**src/rtl/coh_pkg.sv**
```systemverilog
package coh_pkg;
  typedef enum logic [1:0] {
    CMD_NONE   = 2'd0,
    CMD_RDMISS = 2'd1,
    CMD_WRMISS = 2'd2,
    CMD_WBACK  = 2'd3
  } busCmd_e;

  typedef struct packed {
    logic writeHit;
    logic install;
    logic installDirty;
    logic keepData;
    logic wbDone;
  } ctlStrobe_t;

  typedef struct packed {
    logic hit;
    logic exclHit;
    logic victimDirty;
  } lookup_t;
endpackage

```
**src/rtl/coh_datapath.sv**
```systemverilog
module coh_datapath
  import coh_pkg::*;
#(
  parameter int ADDR_W = 8,
  parameter int DATA_W = 8,
  parameter int LINES  = 4
) (
  input  logic              clk,
  input  logic              rstN,
  input  ctlStrobe_t        strobe,
  input  logic [ADDR_W-1:0] cpuAddr,
  input  logic [DATA_W-1:0] cpuWdata,
  input  logic [DATA_W-1:0] fillData,
  input  logic              snpValid,
  input  logic [1:0]        snpCmd,
  input  logic [ADDR_W-1:0] snpAddr,
  output lookup_t           look,
  output logic [DATA_W-1:0] lineData,
  output logic [ADDR_W-1:0] victimAddr,
  output logic              snpSupply,
  output logic [DATA_W-1:0] snpData
);
  localparam int IDX_W = $clog2(LINES);
  localparam int TAG_W = ADDR_W - IDX_W;

  logic [TAG_W-1:0]  tagQ   [LINES];
  logic [DATA_W-1:0] dataQ  [LINES];
  logic              validQ [LINES];
  logic              dirtyQ [LINES];

  logic [IDX_W-1:0] cpuIdx, snpIdx;
  logic [TAG_W-1:0] cpuTag, snpTag;
  logic             snpHit;

  assign cpuIdx = cpuAddr[IDX_W-1:0];
  assign cpuTag = cpuAddr[ADDR_W-1:IDX_W];
  assign snpIdx = snpAddr[IDX_W-1:0];
  assign snpTag = snpAddr[ADDR_W-1:IDX_W];

  always_comb begin
    look.hit         = validQ[cpuIdx] && (tagQ[cpuIdx] == cpuTag);
    look.exclHit     = look.hit && dirtyQ[cpuIdx];
    look.victimDirty = validQ[cpuIdx] && dirtyQ[cpuIdx] && (tagQ[cpuIdx] != cpuTag);
  end

  assign lineData   = dataQ[cpuIdx];
  assign victimAddr = {tagQ[cpuIdx], cpuIdx};

  assign snpHit    = validQ[snpIdx] && (tagQ[snpIdx] == snpTag);
  assign snpSupply = snpValid && snpHit && dirtyQ[snpIdx];
  assign snpData   = dataQ[snpIdx];

  always_ff @(posedge clk or negedge rstN) begin
    if (!rstN) begin
      for (int i = 0; i < LINES; i++) begin
        validQ[i] <= 1'b0;
        dirtyQ[i] <= 1'b0;
        tagQ[i]   <= '0;
        dataQ[i]  <= '0;
      end
    end else begin
      for (int i = 0; i < LINES; i++) begin
        if (snpValid && snpHit && (snpIdx == IDX_W'(i))) begin
          if (snpCmd == CMD_WRMISS) begin
            validQ[i] <= 1'b0;
            dirtyQ[i] <= 1'b0;
          end else if (snpCmd == CMD_RDMISS) begin
            dirtyQ[i] <= 1'b0;
          end
        end else if (cpuIdx == IDX_W'(i)) begin
          if (strobe.writeHit) begin
            dataQ[i] <= cpuWdata;
          end else if (strobe.install) begin
            tagQ[i]   <= cpuTag;
            validQ[i] <= 1'b1;
            dirtyQ[i] <= strobe.installDirty;
            if (!strobe.keepData) dataQ[i] <= fillData;
          end else if (strobe.wbDone) begin
            validQ[i] <= 1'b0;
            dirtyQ[i] <= 1'b0;
          end
        end
      end
    end
  end
endmodule

```
**src/rtl/coh_control.sv**
```systemverilog
module coh_control
  import coh_pkg::*;
#(
  parameter int ADDR_W = 8
) (
  input  logic              clk,
  input  logic              rstN,
  input  logic              cpuReq,
  input  logic              cpuWe,
  input  logic [ADDR_W-1:0] cpuAddr,
  input  lookup_t           look,
  input  logic              snpValid,
  input  logic              busGrant,
  input  logic [ADDR_W-1:0] victimAddr,
  output ctlStrobe_t        strobe,
  output logic              cpuReady,
  output logic              busReqValid,
  output logic [1:0]        busReqCmd,
  output logic [ADDR_W-1:0] busReqAddr
);
  typedef enum logic [1:0] {ST_IDLE, ST_WBACK, ST_MISS} ctlState_e;
  ctlState_e stateQ, stateD;
  busCmd_e   cmd;
  logic      granted;

  assign granted = busGrant && !snpValid;

  always_comb begin
    stateD      = stateQ;
    strobe      = '0;
    cpuReady    = 1'b0;
    busReqValid = 1'b0;
    cmd         = CMD_NONE;
    busReqAddr  = cpuAddr;
    case (stateQ)
      ST_IDLE: begin
        if (cpuReq && !snpValid) begin
          if (look.hit && (!cpuWe || look.exclHit)) begin
            cpuReady        = 1'b1;
            strobe.writeHit = cpuWe;
          end else begin
            stateD = look.victimDirty ? ST_WBACK : ST_MISS;
          end
        end
      end
      ST_WBACK: begin
        busReqValid = look.victimDirty;
        cmd         = CMD_WBACK;
        busReqAddr  = victimAddr;
        if (!look.victimDirty) begin
          stateD = ST_MISS;
        end else if (granted) begin
          strobe.wbDone = 1'b1;
          stateD        = ST_MISS;
        end
      end
      ST_MISS: begin
        busReqValid = 1'b1;
        cmd         = cpuWe ? CMD_WRMISS : CMD_RDMISS;
        if (granted) begin
          strobe.install      = 1'b1;
          strobe.installDirty = cpuWe;
          strobe.keepData     = look.hit;
          stateD              = ST_IDLE;
        end
      end
      default: stateD = ST_IDLE;
    endcase
  end

  assign busReqCmd = cmd;

  always_ff @(posedge clk or negedge rstN) begin
    if (!rstN) stateQ <= ST_IDLE;
    else       stateQ <= stateD;
  end
endmodule

```
**src/rtl/snoopCohCtrl.sv**
```systemverilog
module snoopCohCtrl
  import coh_pkg::*;
#(
  parameter int ADDR_W = 8,
  parameter int DATA_W = 8,
  parameter int LINES  = 4
) (
  input  logic              clk,
  input  logic              rstN,
  input  logic              cpuReq,
  input  logic              cpuWe,
  input  logic [ADDR_W-1:0] cpuAddr,
  input  logic [DATA_W-1:0] cpuWdata,
  output logic              cpuReady,
  output logic [DATA_W-1:0] cpuRdata,
  output logic              busReqValid,
  output logic [1:0]        busReqCmd,
  output logic [ADDR_W-1:0] busReqAddr,
  output logic [DATA_W-1:0] busReqData,
  input  logic              busGrant,
  input  logic [DATA_W-1:0] busFillData,
  input  logic              snpValid,
  input  logic [1:0]        snpCmd,
  input  logic [ADDR_W-1:0] snpAddr,
  output logic              snpSupply,
  output logic [DATA_W-1:0] snpData
);
  ctlStrobe_t        strobe;
  lookup_t           look;
  logic [DATA_W-1:0] lineData;
  logic [ADDR_W-1:0] victimAddr;

  coh_control #(.ADDR_W(ADDR_W)) ctl_i (
    .clk(clk), .rstN(rstN), .cpuReq(cpuReq), .cpuWe(cpuWe), .cpuAddr(cpuAddr),
    .look(look), .snpValid(snpValid), .busGrant(busGrant), .victimAddr(victimAddr),
    .strobe(strobe), .cpuReady(cpuReady), .busReqValid(busReqValid),
    .busReqCmd(busReqCmd), .busReqAddr(busReqAddr)
  );

  coh_datapath #(.ADDR_W(ADDR_W), .DATA_W(DATA_W), .LINES(LINES)) dp_i (
    .clk(clk), .rstN(rstN), .strobe(strobe), .cpuAddr(cpuAddr), .cpuWdata(cpuWdata),
    .fillData(busFillData), .snpValid(snpValid), .snpCmd(snpCmd), .snpAddr(snpAddr),
    .look(look), .lineData(lineData), .victimAddr(victimAddr),
    .snpSupply(snpSupply), .snpData(snpData)
  );

  assign cpuRdata   = lineData;
  assign busReqData = lineData;
endmodule

```
**config.mk**
```make
export PLATFORM = sky130hd
export DESIGN_NAME = snoopCohCtrl
export DESIGN_NICKNAME = d
export VERILOG_FILES = /design/src/rtl/coh_pkg.sv /design/src/rtl/coh_datapath.sv /design/src/rtl/coh_control.sv /design/src/rtl/snoopCohCtrl.sv
export SDC_FILE = /design/constraint.sdc
export NUM_CORES = 1
export LEC_CHECK = 0
export BUFFER_PORTS_ARGS = -buffer_cell sky130_fd_sc_hd__buf_2
export CAP_MARGIN = 30
export CORE_UTILIZATION = 34
export CTS_CLUSTER_SIZE = 14
export DETAILED_ROUTE_END_ITERATION = 10
export GPL_ROUTABILITY_DRIVEN = 0
export PLACE_DENSITY_LB_ADDON = 0.25
export SLEW_MARGIN = 0
export SYNTH_ARGS = -nofsm -noshare
export SYNTH_HDL_FRONTEND = slang
export SYNTH_SLANG_ARGS = --single-unit
```
**constraint.sdc**
```tcl
create_clock -name clk -period 5.4 [get_ports clk]
set_clock_uncertainty 0.15 [all_clocks]
set_input_delay 0.81 -clock clk [delete_from_list [all_inputs] [get_ports clk]]
set_output_delay 0.81 -clock clk [all_outputs]
set_load 0.05 [all_outputs]
```
Word level (Yosys, flattened, before mapping)
Index checks and enable logic that the tools add are counted.
- output and inout port bits: 37
- word-level logic and storage cells: 175
- register bits after elaboration: 66
- bits of input ports: 40
- order comparisons: 2
- multiplexer cells: 73
- bitwise logic cells: 7
- eq/ne operators: 30
- reduce and logical (&&, ||, !) cells: 46
- operators by type and width (cell ; number):
    4-bit AND reduction ; 17
    8-bit two-way mux ; 8
    1-bit two-way mux ; 41
    8-bit binary-select mux with 2-bit select ; 2
    6-bit binary-select mux with 2-bit select ; 2
    6-bit two-way mux ; 4
    2-bit by 1-bit inequality test with 1-bit output, second input constant ; 8
    1-bit logical AND ; 14
    2-bit two-way mux ; 7
    2-bit == test, second input constant ; 6
    6-bit == test ; 2
    3-bit nonzero test ; 4
    2-bit nonzero test ; 5
    3-bit inequality test, second input constant ; 3
    1-bit binary-select mux with 2-bit select ; 4
    2-bit by 1-bit == test with 1-bit output, second input constant ; 4
    2-bit inequality test, second input constant ; 4
    3-bit >= comparator, second input constant ; 2
    2-bit zero test ; 3
    3-bit two-way mux ; 2
    3-bit by 1-bit inequality test with 1-bit output, second input constant ; 2
    6-bit inequality test ; 1
    2-bit inverter with 3-bit output ; 2
    2-bit one-hot mux with 3 select lines ; 1
    other kinds (5) ; 10

Logic depth before layout (Yosys ltp)
- depth in word-level cells: 15
- depth in mapped cells: 9
- depth with buffers taken out: 7

Cells and area by module
From an unflattened synthesis, not the netlist that was laid out.
- cell total of the unflattened synthesis: 334
- area total of the unflattened synthesis: 4380.5 µm²
- modules (own cells, without submodules) (module ; area an instance (µm²) ; seq. area each (µm²) ; cells each ; times used):
    coh_datapath ; 3941.3 ; 1601.5 ; 284 ; 1
    coh_control ; 379.1 ; 50.0 ; 42 ; 1
    snoopCohCtrl ; 60.1 ; 0.0 ; 8 ; 1

Worst setup path after synthesis
OpenSTA, ideal clock, no wires.
- path kind: input-to-output
- start: input port snpAddr[1]
- end: output port snpSupply
- slack: 1.501 ns
- stages on the path: 7
- data arrival time: 2.939 ns
- path through: buf_2 clkbuf_1 mux4_2 xor2_1 nor3_1 o2111ai_1 nor2b_1
- cells in the longest elaborated chain, start to end: 8
- elaborated cells between the ends (all ways): 14
- ends and longest elaborated chain (what ; RTL line ; RTL):
    from (decl) ; snoopCohCtrl.sv:24 ; input logic [ADDR_W-1:0] snpAddr,
    2-bit inverter with 3-bit output (not written as such) (*) ; coh_datapath.sv:49, coh_datapath.sv:50 ;
    6-bit binary-select mux with 2-bit select ; coh_datapath.sv:49 ; assign snpHit = validQ[snpIdx] && (tagQ[snpIdx] == snpTag);
    6-bit two-way mux (not written as such) (2 in series) ; coh_datapath.sv:49 ;
    6-bit == test ; coh_datapath.sv:49 ;
    1-bit logical AND ; coh_datapath.sv:49 ;
    1-bit logical AND ; coh_datapath.sv:50 ; assign snpSupply = snpValid && snpHit && dirtyQ[snpIdx];
    1-bit logical AND (*) ; coh_datapath.sv:50 ;
    to (decl) ; snoopCohCtrl.sv:25 ; output logic snpSupply,
Every way passes the cells marked *; elsewhere a longest branch is shown, timed or not. The select of a mux whose other input is x is not followed.

Worst setup path in the final report
- start: input port cpuAddr[0]
- end: output port busReqValid
- cells in the longest elaborated chain, start to end: 7
- elaborated cells between the ends (all ways): 14
- ends and longest elaborated chain (what ; RTL line ; RTL):
    from (decl) ; snoopCohCtrl.sv:12 ; input logic [ADDR_W-1:0] cpuAddr,
    2-bit inverter with 3-bit output (not written as such) (*) ; coh_datapath.sv:43 ; look.victimDirty = validQ[cpuIdx] && dirtyQ[cpuIdx] && (tagQ[cpuIdx] != cpuTag);
    6-bit binary-select mux with 2-bit select or 1-bit binary-select mux with 2-bit select (tied branches) ; coh_datapath.sv:43 ;
    6-bit two-way mux (not written as such) or 1-bit two-way mux (tied branches) (2 in series) ; coh_datapath.sv:43 ;
    6-bit inequality test or 1-bit logical AND (tied branches) ; coh_datapath.sv:43 ;
    1-bit logical AND (*) ; coh_datapath.sv:43 ;
    1-bit one-hot mux with 2 select lines (*) ; coh_control.sv:35 ; case (stateQ)
    to (decl) ; snoopCohCtrl.sv:16 ; output logic busReqValid,
Marked as above.

==> flow_summary.ini <==
[outcome]
status = complete, no violations

[grt]
grt_overflow_total = 0
met3_usage = 0.0321
grt_pass1_wl_mm = 15.6
use_met1 = 0.208
grt_antenna_before_repair = 0
grt_max_degree = 67
grt_pass1_vias = 2872
grtUsageMet2 = 0.279
top_usage_layer = met2
grtUsageTotal = 0.164

[placed_design]
port_buffers = 76
preCtsSetupSlack_ns = 1.01
dp_hpwl_mm = 6.79

[routing]
dr_total_vias = 2865
ant_nets = 0
wl_per_cell_um = 18.5
drt_first_pass_iters = 4
vias_per_cell = 5.43
drtIter0Drc = 133
routed_wl_mm = 9.76
drc_errors = 0

[sta]
fin_hold_ws_ns = 0.374
worst_slew_pin_slew_ns = 0.870
setup_tns_ns = 0
clock.fmax_mhz = 229
rsz0062_at_grt = false
period_minus_slack_ns = 4.37
period_share = 0.809
timing.final.ws_setup_ns = 1.03
relSlewSlack = 0.418
maxSlewViolCount = 0
setup_violations = 0
finalHoldViolCount = 0

[clock_tree]
cts_tree = yes
hold_buffers = 0
cts_resized = 0
clkSlewWorstSetupHoldPaths_ns = 0.05
cts_buffers = 9
cts_root_buffer = clkbuf_16
cts.path.max_buffers = 2
clk_latency_ns = 0.33
cts_max_level = 3
postCtsSetupBuffers = 0
cts_sinks = 66

[yosys]
ys.flop_type = dfrtp_1
synthAdderAreaFrac = 0.0150
synth_cells = 314
synth_top_area_cell = dfrtp_1
synth-simple-area-share = 0.0701
synthXorXnorAreaFrac = 0.0312
yosys-top-cells-area = dfrtp_1 (40%), mux2_2 (17%), mux4_2 (16%)
syn-mean-instance-area_um2 = 13.3
synth_cell_types = 51
synth_edf_count = 0
ys_seq_elements = 66
synth.area.mux_share = 0.367
ys_seq_area_frac = 0.396
netlist_area_um2 = 4180
async_flop_share = 1.00
syn-num-nets = 359
synth_top_family_by_area = multiplexers
yosysTopAreaCellShare = 0.396
synth-compound-area-share = 0.0752
synth_warnings = 0

[min_path]
hold_path_startpoint = dp_i.dataQ[9]
hold_class = register to register
holdPathEnd = dp_i.dataQ[9]
worstHoldPathCells = 1

[worst_setup_path]
cp_max_fo = 21
cp_common_cell = buf_2
cp.arrival_ns = 3.41
max_stage_delay_ns = 0.63
crit_type = primary input to primary output
required_ns = 4.44
crit_path_start_kind = primary input
regToRegSetupSlack_ns = 2.17
cp_cell_sequence = buf_2 > mux4_2 > xnor2_2 > nand4_2 > or2_2 > a31oi_1 > nor2b_1 > buf_2
rr_worst_depth = 7
cpMaxStageDelayCell = mux4_2
r2r-start = dp_i.tagQ[4]
reg2reg_to = dp_i.tagQ[11]
critical_path.endpoint_type = primary output

[floorplan]
die-width_um = 113
io_pins = 77
die_y_um = 113
core_area_um2 = 12000
start_util = 0.348
row_count = 40
die-area_um2 = 12700

[layout]
nFillCells = 1147
multiInputGateArea_um2 = 2340
final_cell_mix = buf_2 (76), dfrtp_1 (66), mux2_2 (62)
post-route-util = 0.409
drive_gt1_frac = 0.530
area_delta_synth_final_pct = 17.7
num-nets-final = 421
final_common_cell = buf_2
antenna_cells = 0
ff_latch_area_um2 = 1650

[pwr]
p_leak_nw = 2.09
max-vdd-ir-drop_mv = 0.331
power_density_nw_per_um2 = 593

[job]
drv_cap = 0
==> layer usage <==
layer	up-vias	share of wire
li1	1310	-
met1	1480	0.43
met2	69	0.52
met3	6	0.035
met4	0	0.0097
met5	-	0
==> cells in the mapped netlist (5+ instances only) <==
master    number
nand2_1        9
clkbuf_1       7
inv_1          8
nor3_1         7
nor2_1         7
buf_2          5
mux4_2        30
nor2b_1        8
xnor2_1        9
o21ai_0       10
mux2_4         8
dfrtp_1       66
ha_1           5
buf_4         10
mux2_2        62
==> sequential cells by signal (all words and copies together) (netlist names) <==
signal	cells
ctl_i.stateQ	2
dp_i.dataQ	32
dp_i.dirtyQ	4
dp_i.tagQ	24
dp_i.validQ	4
==> layout make-up <==
type,instances,area share
multi-input combinational,213,0.476
sequential,66,0.336
timing repair buffer,78,0.0805
clock buffer,14,0.0517
tap,147,0.0374
clock inverter,2,0.0122
inverter,8,0.00611
==> worst max-delay path: cells and delay by family <==
| kind | cells | cell delay, ns |
|---|---|---|
| mux | 1 | 0.63 |
| xor+xnor | 1 | 0.18 |
| compound gates | 1 | 0.39 |
| buf+inv | 2 | 0.75 |
| simple gates | 3 | 0.63 |
==> power by group <==
part	switching (mW)	total (mW)	internal, mW
clock	0.204	0.622	0.417
combinational	0.792	1.37	0.575
sequential	0.180	0.924	0.744
total	1.18	2.91	1.74
==> worst max path at each step <==
stage,startpoint,to,slack (ns)
after floorplan,snpAddr[1],snpSupply,1.50
after global placement,cpuAddr[0],busReqValid,1.0
after detailed placement,cpuAddr[0],busReqValid,1.01
after CTS,cpuAddr[0],busReqValid,1.01
after global routing,cpuAddr[0],busReqValid,0.84
final,cpuAddr[0],busReqValid,1.03
==> logic make-up (layout without fill, tap and decap cells) <==
group | after synthesis | after routing
compound gates | 39 | 39
xor+xnor | 14 | 14
fa+ha+maj | 5 | 5
buf+inv | 35 | 102
flops | 66 | 66
mux | 104 | 104
simple gates | 51 | 51
==> per-stage QoR <==
stage | instances | power, mW | area (µm²)
finish | 528 | 2.91 | 4910
floorplan | 314 | 2.05 | 4180
detailed placement | 512 | 2.30 | 4600
global placement | 512 | 2.27 | 4600
CTS | 528 | 2.94 | 4910
global route | 528 | 3.07 | 4910
(Power assumes the default switching activity.)
